File: src/rtl/wbar_pkg.sv
package wbar_pkg;
  typedef enum logic [2:0] {
    OP_INIT    = 3'd0,
    OP_SIGNAL  = 3'd1,
    OP_JOIN    = 3'd2,
    OP_LEAVE   = 3'd3,
    OP_WAIT    = 3'd4,
    OP_WG_SYNC = 3'd5
  } wbar_op_e;

  localparam logic [31:0] WBAR_HANDLE_BASE = 32'h0080_0000;
  localparam int          WBAR_ID_LSB      = 4;
endpackage

File: src/rtl/wbar_decode.sv
module wbar_decode
  import wbar_pkg::*;
#(
  parameter int NB  = 16,
  parameter int IDW = 5
) (
  input  logic [31:0]    handle,
  output logic [IDW-1:0] id,
  output logic           bad
);
  localparam logic [31:0] FIELD_MASK = ((32'd1 << IDW) - 32'd1) << WBAR_ID_LSB;

  always_comb begin
    id  = handle[WBAR_ID_LSB +: IDW];
    bad = ((handle & ~FIELD_MASK) != WBAR_HANDLE_BASE) || (32'(id) > NB);
  end
endmodule

File: src/rtl/wbar_bank.sv
module wbar_bank #(
  parameter int NB  = 16,
  parameter int IDW = 5,
  parameter int CW  = 4
) (
  input  logic           clk,
  input  logic           rst,
  input  logic           do_init,
  input  logic           do_sig,
  input  logic           do_leave,
  input  logic [IDW-1:0] tgt,
  input  logic [CW-1:0]  count,
  output logic           fire
);
  logic [CW-1:0]  mem_q [NB+1];
  logic [CW-1:0]  arr_q [NB+1];
  logic [IDW-1:0] idx;
  logic [CW-1:0]  cur_mem, cur_arr, nxt_mem, nxt_arr, inc_arr;
  logic           wr;

  always_comb begin
    idx     = (32'(tgt) > NB) ? '0 : tgt;
    cur_mem = mem_q[idx];
    cur_arr = arr_q[idx];
    inc_arr = cur_arr + 1'b1;
    nxt_mem = cur_mem;
    nxt_arr = cur_arr;
    fire    = 1'b0;
    wr      = 1'b0;
    if (do_init) begin
      nxt_mem = count;
      nxt_arr = '0;
      wr      = 1'b1;
    end else if (do_sig) begin
      if (count != '0) nxt_mem = count;
      if (nxt_mem != '0) begin
        wr = 1'b1;
        if (inc_arr >= nxt_mem) begin
          fire    = 1'b1;
          nxt_arr = '0;
        end else begin
          nxt_arr = inc_arr;
        end
      end
    end else if (do_leave) begin
      wr = 1'b1;
      if (cur_mem != '0) nxt_mem = cur_mem - 1'b1;
      if ((cur_arr != '0) && (cur_arr >= nxt_mem)) begin
        fire    = 1'b1;
        nxt_arr = '0;
      end
    end
  end

  always_ff @(posedge clk) begin
    if (rst) begin
      for (int i = 0; i <= NB; i++) begin
        mem_q[i] <= '0;
        arr_q[i] <= '0;
      end
    end else if (wr && (idx != '0)) begin
      mem_q[idx] <= nxt_mem;
      arr_q[idx] <= nxt_arr;
    end
  end
endmodule

File: src/rtl/wbar_wave.sv
module wbar_wave #(
  parameter int NW  = 8,
  parameter int WW  = 3,
  parameter int IDW = 5
) (
  input  logic           clk,
  input  logic           rst,
  input  logic           do_join,
  input  logic           do_leave,
  input  logic           do_wait,
  input  logic           do_wg,
  input  logic [WW-1:0]  wave,
  input  logic [IDW-1:0] join_id,
  input  logic           named_fire,
  input  logic [IDW-1:0] fire_id,
  input  logic           wg_fire,
  output logic [IDW-1:0] joined_sel,
  output logic [NW-1:0]  rel_o
);
  logic [IDW-1:0] joined_a [NW];

  assign joined_sel = (32'(wave) < NW) ? joined_a[wave] : '0;

  for (genvar w = 0; w < NW; w++) begin : g_wave
    logic [IDW-1:0] joined_r;
    logic           waitn_r, waitwg_r, done_r, rel_r;
    logic           sel;

    assign sel = (32'(wave) == w);

    always_ff @(posedge clk) begin
      if (rst) begin
        joined_r <= '0;
        waitn_r  <= 1'b0;
        waitwg_r <= 1'b0;
        done_r   <= 1'b0;
        rel_r    <= 1'b0;
      end else begin
        rel_r <= 1'b0;
        if (named_fire && (joined_r == fire_id)) begin
          if (waitn_r) begin
            rel_r   <= 1'b1;
            waitn_r <= 1'b0;
          end else begin
            done_r <= 1'b1;
          end
        end
        if (wg_fire && waitwg_r) begin
          rel_r    <= 1'b1;
          waitwg_r <= 1'b0;
        end
        if (sel) begin
          if (do_join) begin
            joined_r <= join_id;
            done_r   <= 1'b0;
            waitn_r  <= 1'b0;
          end
          if (do_leave) begin
            joined_r <= '0;
            done_r   <= 1'b0;
            waitn_r  <= 1'b0;
          end
          if (do_wait) begin
            if (done_r) begin
              rel_r  <= 1'b1;
              done_r <= 1'b0;
            end else begin
              waitn_r <= 1'b1;
            end
          end
          if (do_wg) begin
            if (wg_fire) rel_r <= 1'b1;
            else         waitwg_r <= 1'b1;
          end
        end
      end
    end

    assign rel_o[w]    = rel_r;
    assign joined_a[w] = joined_r;
  end
endmodule

File: src/rtl/wave_barrier_ctrl.sv
module wave_barrier_ctrl
  import wbar_pkg::*;
#(
  parameter  int NW  = 8,
  parameter  int NB  = 16,
  localparam int WW  = (NW > 1) ? $clog2(NW) : 1,
  localparam int CW  = $clog2(NW + 1),
  localparam int IDW = $clog2(NB + 1)
) (
  input  logic          clk,
  input  logic          rst,
  input  logic [NW-1:0] active_mask,
  input  logic          cmd_valid,
  input  logic [2:0]    cmd_op,
  input  logic [WW-1:0] cmd_wave,
  input  logic [31:0]   cmd_handle,
  input  logic [CW-1:0] cmd_count,
  output logic [NW-1:0] wave_release,
  output logic [NB:0]   bar_done,
  output logic          err_flag
);
  logic [IDW-1:0] dec_id, joined_sel, tgt;
  logic           dec_bad, wave_ok, needs_handle, err_now, good;
  logic           do_init, do_sig, do_join, do_leave, do_wait, do_wg, bank_leave;
  logic           named_fire, wg_fire;
  logic [CW-1:0]  wg_cnt_q;
  logic [NB:0]    done_d;
  logic [NB:0]    done_q;
  logic           err_q;

  wbar_decode #(.NB(NB), .IDW(IDW)) u_dec (
    .handle(cmd_handle), .id(dec_id), .bad(dec_bad)
  );

  always_comb begin
    wave_ok      = (32'(cmd_wave) < NW);
    needs_handle = (cmd_op == OP_INIT) || (cmd_op == OP_SIGNAL) || (cmd_op == OP_JOIN);
    err_now      = cmd_valid && (!wave_ok || (needs_handle && dec_bad) ||
                                 ((cmd_op == OP_WAIT) && (joined_sel == '0)));
    good         = cmd_valid && !err_now;
    do_init      = good && (cmd_op == OP_INIT)   && (dec_id != '0);
    do_sig       = good && (cmd_op == OP_SIGNAL) && (dec_id != '0);
    do_join      = good && (cmd_op == OP_JOIN);
    do_leave     = good && (cmd_op == OP_LEAVE);
    bank_leave   = do_leave && (joined_sel != '0);
    do_wait      = good && (cmd_op == OP_WAIT);
    do_wg        = good && (cmd_op == OP_WG_SYNC);
    tgt          = (cmd_op == OP_LEAVE) ? joined_sel : dec_id;
    wg_fire      = do_wg && ((32'(wg_cnt_q) + 32'd1) >= 32'($countones(active_mask)));
  end

  wbar_bank #(.NB(NB), .IDW(IDW), .CW(CW)) u_bank (
    .clk(clk), .rst(rst), .do_init(do_init), .do_sig(do_sig), .do_leave(bank_leave),
    .tgt(tgt), .count(cmd_count), .fire(named_fire)
  );

  wbar_wave #(.NW(NW), .WW(WW), .IDW(IDW)) u_wave (
    .clk(clk), .rst(rst), .do_join(do_join), .do_leave(do_leave), .do_wait(do_wait),
    .do_wg(do_wg), .wave(cmd_wave), .join_id(dec_id), .named_fire(named_fire),
    .fire_id(tgt), .wg_fire(wg_fire), .joined_sel(joined_sel), .rel_o(wave_release)
  );

  always_comb begin
    for (int b = 0; b <= NB; b++) done_d[b] = named_fire && (32'(tgt) == b);
    done_d[0] = wg_fire;
  end

  always_ff @(posedge clk) begin
    if (rst) begin
      wg_cnt_q <= '0;
      done_q   <= '0;
      err_q    <= 1'b0;
    end else begin
      done_q <= done_d;
      if (err_now) err_q <= 1'b1;
      if (do_wg) wg_cnt_q <= wg_fire ? '0 : wg_cnt_q + 1'b1;
    end
  end

  assign bar_done = done_q;
  assign err_flag = err_q;
endmodule

File: config.mk
export PLATFORM = sky130hd
export DESIGN_NAME = wave_barrier_ctrl
export DESIGN_NICKNAME = d
export VERILOG_FILES = /design/src/rtl/wbar_pkg.sv /design/src/rtl/wbar_decode.sv /design/src/rtl/wbar_bank.sv /design/src/rtl/wbar_wave.sv /design/src/rtl/wave_barrier_ctrl.sv
export SDC_FILE = /design/constraint.sdc
export NUM_CORES = 1
export LEC_CHECK = 0
export CORE_MARGIN = 1.5
export CORE_UTILIZATION = 59
export CTS_CLUSTER_DIAMETER = 100
export DETAILED_ROUTE_END_ITERATION = 12
export PLACE_DENSITY = 0.82
export REMOVE_ABC_BUFFERS = 1
export SLEW_MARGIN = 10
export SYNTH_ARGS = -nofsm -noshare
export SYNTH_HDL_FRONTEND = slang
export SYNTH_SLANG_ARGS = --single-unit
File: constraint.sdc
create_clock -name clk -period 8.4 [get_ports clk]
set_input_delay 1.68 -clock clk [delete_from_list [all_inputs] [get_ports clk]]
set_output_delay 1.68 -clock clk [all_outputs]
set_load 0.1 [all_outputs]
==> results_dict.tcl, run 1 <==
set metrics [dict create \
    dr.first_iter.drc_count 1160 \
    fillers 1652 \
    max_freq_mhz 133.8 \
    slowest_delay_ns 0.83 \
    synth-seq-cells 242 \
    cp_slowest_cell "a21oi_1" \
    cp_max_fo 16 \
    hold_buffers 0 \
    path_cells "clkdlybuf4s50_1 -> buf_4 -> or3b_1 -> nor2_1 -> a211oi_1 -> a21oi_1 -> o32ai_1 -> a311oi_1 -> a21oi_1 -> o31ai_1 -> nand2_1 -> xnor2_1 -> ha_1 -> nand2b_1 -> a21o_1 -> a21oi_1 -> nor2b_1 -> o21ai_0 -> a41oi_2 -> nor3_1 -> a22oi_2 -> nor2_1" \
    syn_area_um2 13150 \
    vdd_drop_max_v 0.0002380 \
    setup_viol 0 \
    crit_arrival_ns 7.72 \
    fp.coreArea_um2 21820 \
    numCtsBuffers 25 \
    cts_tree "done" \
    grt-ovfl-total 0 \
    antenna_found_initial 0 \
    seq_area_frac_synth_pct 48.12 \
    track_usage_pct 33.84 \
    path_class "primary input to flip-flop" \
    ys_types 101 \
    final_cell_mix "nor2_1 (209), edfxtp_1 (148), nand2_1 (98)" \
    synth-edff-count 148 \
    num_antenna_cells 0 \
    row_count 54 \
    rsz0062_at_grt "no" \
    clock_path_buffers 3 \
    die_width_um 152.3 \
    wirelength_um 39600 \
    grt_pass1_vias 10785 \
    crit_top_cell "a21oi_1" \
    maxCapViolCount 0 \
    die_y_um 152.3 \
    outcome "finished clean" \
    cp.required_ns 8.65 \
    syn_inst 1309 \
    grt_pass1_wl_um 61350 \
    leakagePower_nw 5.431 \
    hold_viol 0 \
    finalCriticalPeriod_ns 7.476 \
    drc 0 \
    grt_max_degree 73 \
    cts_sinks 242 \
    p_per_area_nw_per_um2 194.5 \
    async_flop_share_pct 0 \
    worst_pin_slew_ns 1.089 \
    initial_utilization_pct 60.24 \
    clkTransAtPathRegs_ns 0.06 \
    finalMaxSlewViolations 0 \
    cts_resized 0 \
    synth.avg_cell_area_um2 10.04 \
    area_growth_syn_to_layout_pct 14.84 \
    wl_per_cell_um 23.49 \
    fin_crit_sh_pct 89.00 \
    relSlewSlack_pct 26.83 \
    place.gp.congestion 1.028 \
    min_path_type "flip-flop to flip-flop" \
    avgViaCountPerCell 6.523 \
    crit_path_end_kind "flip-flop" \
    fin_skew_ns 0.008796 \
    finalNonFillerCells 1686 \
    drive_gt1_share_pct 10.74 \
    vias 10998 \
    worst-path-buf-inv 2 \
    cts-root-buf "clkbuf_16" \
    die_area_um2 23190 \
    place_hpwl_um 28270 \
    htreeDepth 1 \
    io_buffers 78 \
    placed_cells 1644 \
    layout_commonest_cell "nor2_1" \
    ant_nets 0 \
    cts_setup_buffers 0 \
    clk_latency_ns 0.54 \
    holdWs_ns 0.4696 \
    pin_count 79 \
    yosysWarnings 0 \
    critPathLaunchType "primary input" \
    first_pass_iters 6 \
    cp_top_family "compound AO/OA/AOI/OAI gates" \
    synth_flop_cell "edfxtp_1" \
    nets 1467 \
]
## power breakdown
| part | switching [mW] | leakage [nW] | internal [mW] |
|---|---|---|---|
| Sequential | 0.0132 | 2.28 | 1.30 |
| Clock | 0.460 | 0.388 | 0.639 |
| Combinational | 0.348 | 2.77 | 0.180 |
| Total | 0.821 | 5.43 | 2.12 |
## cells in the mapped netlist (17+ instances only)
cell,instances,share of area [%]
nor2_1,210,6.0
ha_1,19,1.8
buf_2,27,1.0
mux2i_1,80,6.1
inv_1,31,0.89
dfxtp_1,94,14
o21ai_0,29,1.1
nor4_1,17,0.81
xnor2_1,44,2.9
buf_4,17,0.97
edfxtp_1,148,34
clkbuf_1,40,1.1
a21oi_1,87,3.3
nand2_1,98,2.8
nand3_1,41,1.6
nor3_1,36,1.4
## metal layers
| layer | global-route usage (%) | share of wire [%] |
|---|---|---|
| met5 | 0 | 0 |
| met3 | 5.205 | 9.4 |
| met1 | 44.20 | 39 |
| met2 | 54.60 | 47 |
| met4 | 17.89 | 5.4 |
## registers in the layout (all words and copies together) (netlist names), named ones only
register,count
u_wave.g_wave.joined_r,40
u_bank.mem_q,80
bar_done,17
u_bank.arr_q,68
err_flag,1
u_wave.g_wave.waitn_r,8
u_wave.g_wave.done_r,8
wg_cnt_q,4
u_wave.g_wave.rel_r,8
## path summary, 6_finish.rpt
path / startpoint / end / slack [ns] / cells after the start
max: cmd_wave[0] / u_bank.arr_q[3][1] / 0.92 / 22
min: flip-flop / flip-flop / 0.47 / 2
max reg2reg: u_wave.g_wave[1].joined_r[3] / u_bank.arr_q[3][1] / 2.66 / 20
min reg2reg: flip-flop / flip-flop / 0.47 / 2
## worst reg2reg max path: stages, from the launching register on
cell and delay (ns):
dfxtp_1 0.42, mux2i_1 0.12, a22o_1 0.25, a211oi_1 0.47
a21oi_1 0.43, nor3_2 0.57, o32a_1 0.34, nor2_1 0.10
o31ai_1 0.38, nand2_1 0.16, xnor2_1 0.15, ha_1 0.28
nand2b_1 0.09, a21o_1 0.11, a21oi_1 0.06, nor2b_1 0.09
o21ai_0 0.12, a41oi_2 0.30, nor3_1 0.12, a22oi_2 0.76
nor2_1 0.15
## through the flow
stage / instance area, um2 / utilization, % / worst slack, ns / setup TNS, ns / power (mW)
after global routing: 15100 / 69.18 / 0.4480 / 0 / 3.020
final: 15100 / 69.18 / 0.9241 / 0 / 2.937
after CTS: 15100 / 69.18 / 0.9748 / 0 / 2.929
after detailed placement: 14300 / 65.51 / 0.4379 / 0 / 1.848
after global placement: 14300 / 65.51 / 0.5711 / 0 / 1.839
after floorplan: 12700 / - / -0.6058 / -52.94 / 1.635
## cell families after synthesis
family	after synthesis	synth area share, %
DFF	242	48.12
and+or+nand+nor	487	16.94
adders and majority gates	23	2.417
buffers and inverters	127	4.825
other	1	0.02853
muxes	94	7.290
xor gates and xnor gates	46	3.065
AOI/OAI and AO/OA	289	17.31
## area by class of cell
| class | instances | area, um2 | share of cell area, % |
|---|---|---|---|
| flip-flops and latches | 242 | 6326 | 41.90 |
| multi-input cells | 959 | 6290 | 41.66 |
| clock inverters | 11 | 110.1 | 0.7293 |
| repair buffers | 131 | 1211 | 8.023 |
| inverters | 32 | 120.1 | 0.7956 |
| well taps | 280 | 350.3 | 2.321 |
| clock buffers | 31 | 689.4 | 4.567 |
(Power assumes the default switching activity.)
==> run 2, diff against run 1 <==
clock period = 7.6 ns   (was 8.4 ns; I/O delays follow)
==> results_dict.tcl, run 2 (synthesis gave the netlist of run 1 again) <==
set metrics [dict create \
    postPlaceCellArea_um2 14380 \
    finalWorstSetupSlack_ns 0.4478 \
    track_usage_pct 34.00 \
    avgViaCountPerCell 6.550 \
    final_util_pct 69.70 \
    htreeDepth 1 \
    rrSetupSlack_ns 2.04 \
    min_path_type "flip-flop to flip-flop" \
    hold_viol 0 \
    finalMaxSlewViolations 0 \
    wl_per_cell_um 23.82 \
    die_y_um 152.3 \
    row_count 54 \
    fillers 1638 \
    max_freq_mhz 139.8 \
    drive_gt1_share_pct 11.67 \
    cts_tree "done" \
    crit_arrival_ns 7.53 \
    numCtsBuffers 27 \
    vdd_drop_max_v 0.0002492 \
    dr.first_iter.drc_count 1258 \
    place.gp.congestion 0.9738 \
    grt_pass1_vias 10786 \
    critPathLaunchType "primary input" \
    initial_utilization_pct 60.24 \
    leakagePower_nw 5.497 \
    use_met1_pct 42.99 \
    top_regs "u_bank.mem_q (80), u_bank.arr_q (68), u_wave.g_wave.joined_r (40)" \
    slowest_delay_ns 0.66 \
    grt_pass1_wl_um 61290 \
    first_pass_iters 6 \
    cp_slowest_cell "clkdlybuf4s50_1" \
    rsz0062_at_grt "no" \
    grt_util_met2_pct 57.40 \
    cts-root-buf "clkbuf_16" \
    power_mw 3.270 \
    path_class "primary input to flip-flop" \
    die_area_um2 23190 \
    cp_top_family "compound AO/OA/AOI/OAI gates" \
    vias 11161 \
    top_usage_layer "met2" \
    antenna_found_initial 1 \
    worst-path-buf-inv 5 \
    cp.required_ns 7.98 \
    grt_use_met3_pct 4.778 \
    wirelength_um 40600 \
    finalSetupTns_ns 0 \
    cts_sinks 242 \
    placed_cells 1655 \
    crit_top_cell "buf_4" \
    dpl_worst_slack_ns 0.04005 \
    fin_crit_sh_pct 94.11 \
    setup_viol 0 \
    die_width_um 152.3 \
    grt_max_degree 67 \
    final_cell_area_um2 15210 \
    relSlewSlack_pct 26.30 \
    clk_latency_ns 0.54 \
    p_per_area_nw_per_um2 215.0 \
    hold_buffers 0 \
    finalNonFillerCells 1704 \
    clkTransAtPathRegs_ns 0.05 \
    crit_path_end_kind "flip-flop" \
    maxCapViolCount 0 \
    outcome "finished clean" \
    cp_max_fo 37 \
    layout_commonest_cell "nor2_1" \
    io_buffers 78 \
    pin_count 79 \
    regMostFlops "u_bank.mem_q" \
    holdWs_ns 0.4754 \
    final_cell_mix "nor2_1 (209), edfxtp_1 (148), nand2_1 (98)" \
    nets 1480 \
    worst_pin_slew_ns 1.096 \
    drc 0 \
    fp.coreArea_um2 21820 \
    place_hpwl_um 28970 \
    clock_path_buffers 3 \
    area_growth_syn_to_layout_pct 15.70 \
    largest_register_ffs 80 \
    finalCriticalPeriod_ns 7.152 \
    grt-ovfl-total 0 \
    fin_skew_ns 0.01496 \
    ant_nets 0 \
]
[run 2: timing repair]
action | in CTS | in global routing
resized for setup | 0 | 1
endpoints found under the setup margin | 0 | 1
buffers inserted | 0 | 0
endpoints found under the hold margin | 0 | 0
[run 2: where the power goes]
group,leakage (nW),switching (mW),internal (mW)
combinational,2.82,0.383,0.206
clock,0.397,0.533,0.697
sequential,2.28,0.0175,1.43
total,5.50,0.934,2.34
[run 2: cell type report]
| class | instances | area [um2] | share of cell area (%) |
|---|---|---|---|
| flip-flops and latches | 242 | 6326 | 41.59 |
| multi-input cells | 959 | 6296 | 41.39 |
| repair buffers | 142 | 1294 | 8.505 |
| clock buffers | 33 | 708.2 | 4.656 |
| well taps | 280 | 350.3 | 2.303 |
| inverters | 32 | 120.1 | 0.7897 |
| clock inverters | 15 | 113.9 | 0.7485 |
| diodes | 1 | 2.502 | 0.01645 |
[run 2: worst paths after layout]
path / endpoint / depth (start not counted) / startpoint
max reg2reg: u_bank.arr_q[14][1] / 21 / u_wave.g_wave[2].joined_r[1]
max: u_bank.arr_q[14][1] / 26 / cmd_wave[0]
min reg2reg: flip-flop / 2 / flip-flop
min: flip-flop / 2 / flip-flop
[run 2: per-layer routing]
metal	wire length, um	vias to the layer above
li1	-	4998
met1	15540	5352
met2	19690	661
met3	3275	150
met4	2092	0
met5	0	-
[run 2: tightest hold or removal path: stages (launching register included)]
cell and delay (ns):
dfxtp_1 0.33, a31oi_1 0.05, nor2_1 0.07
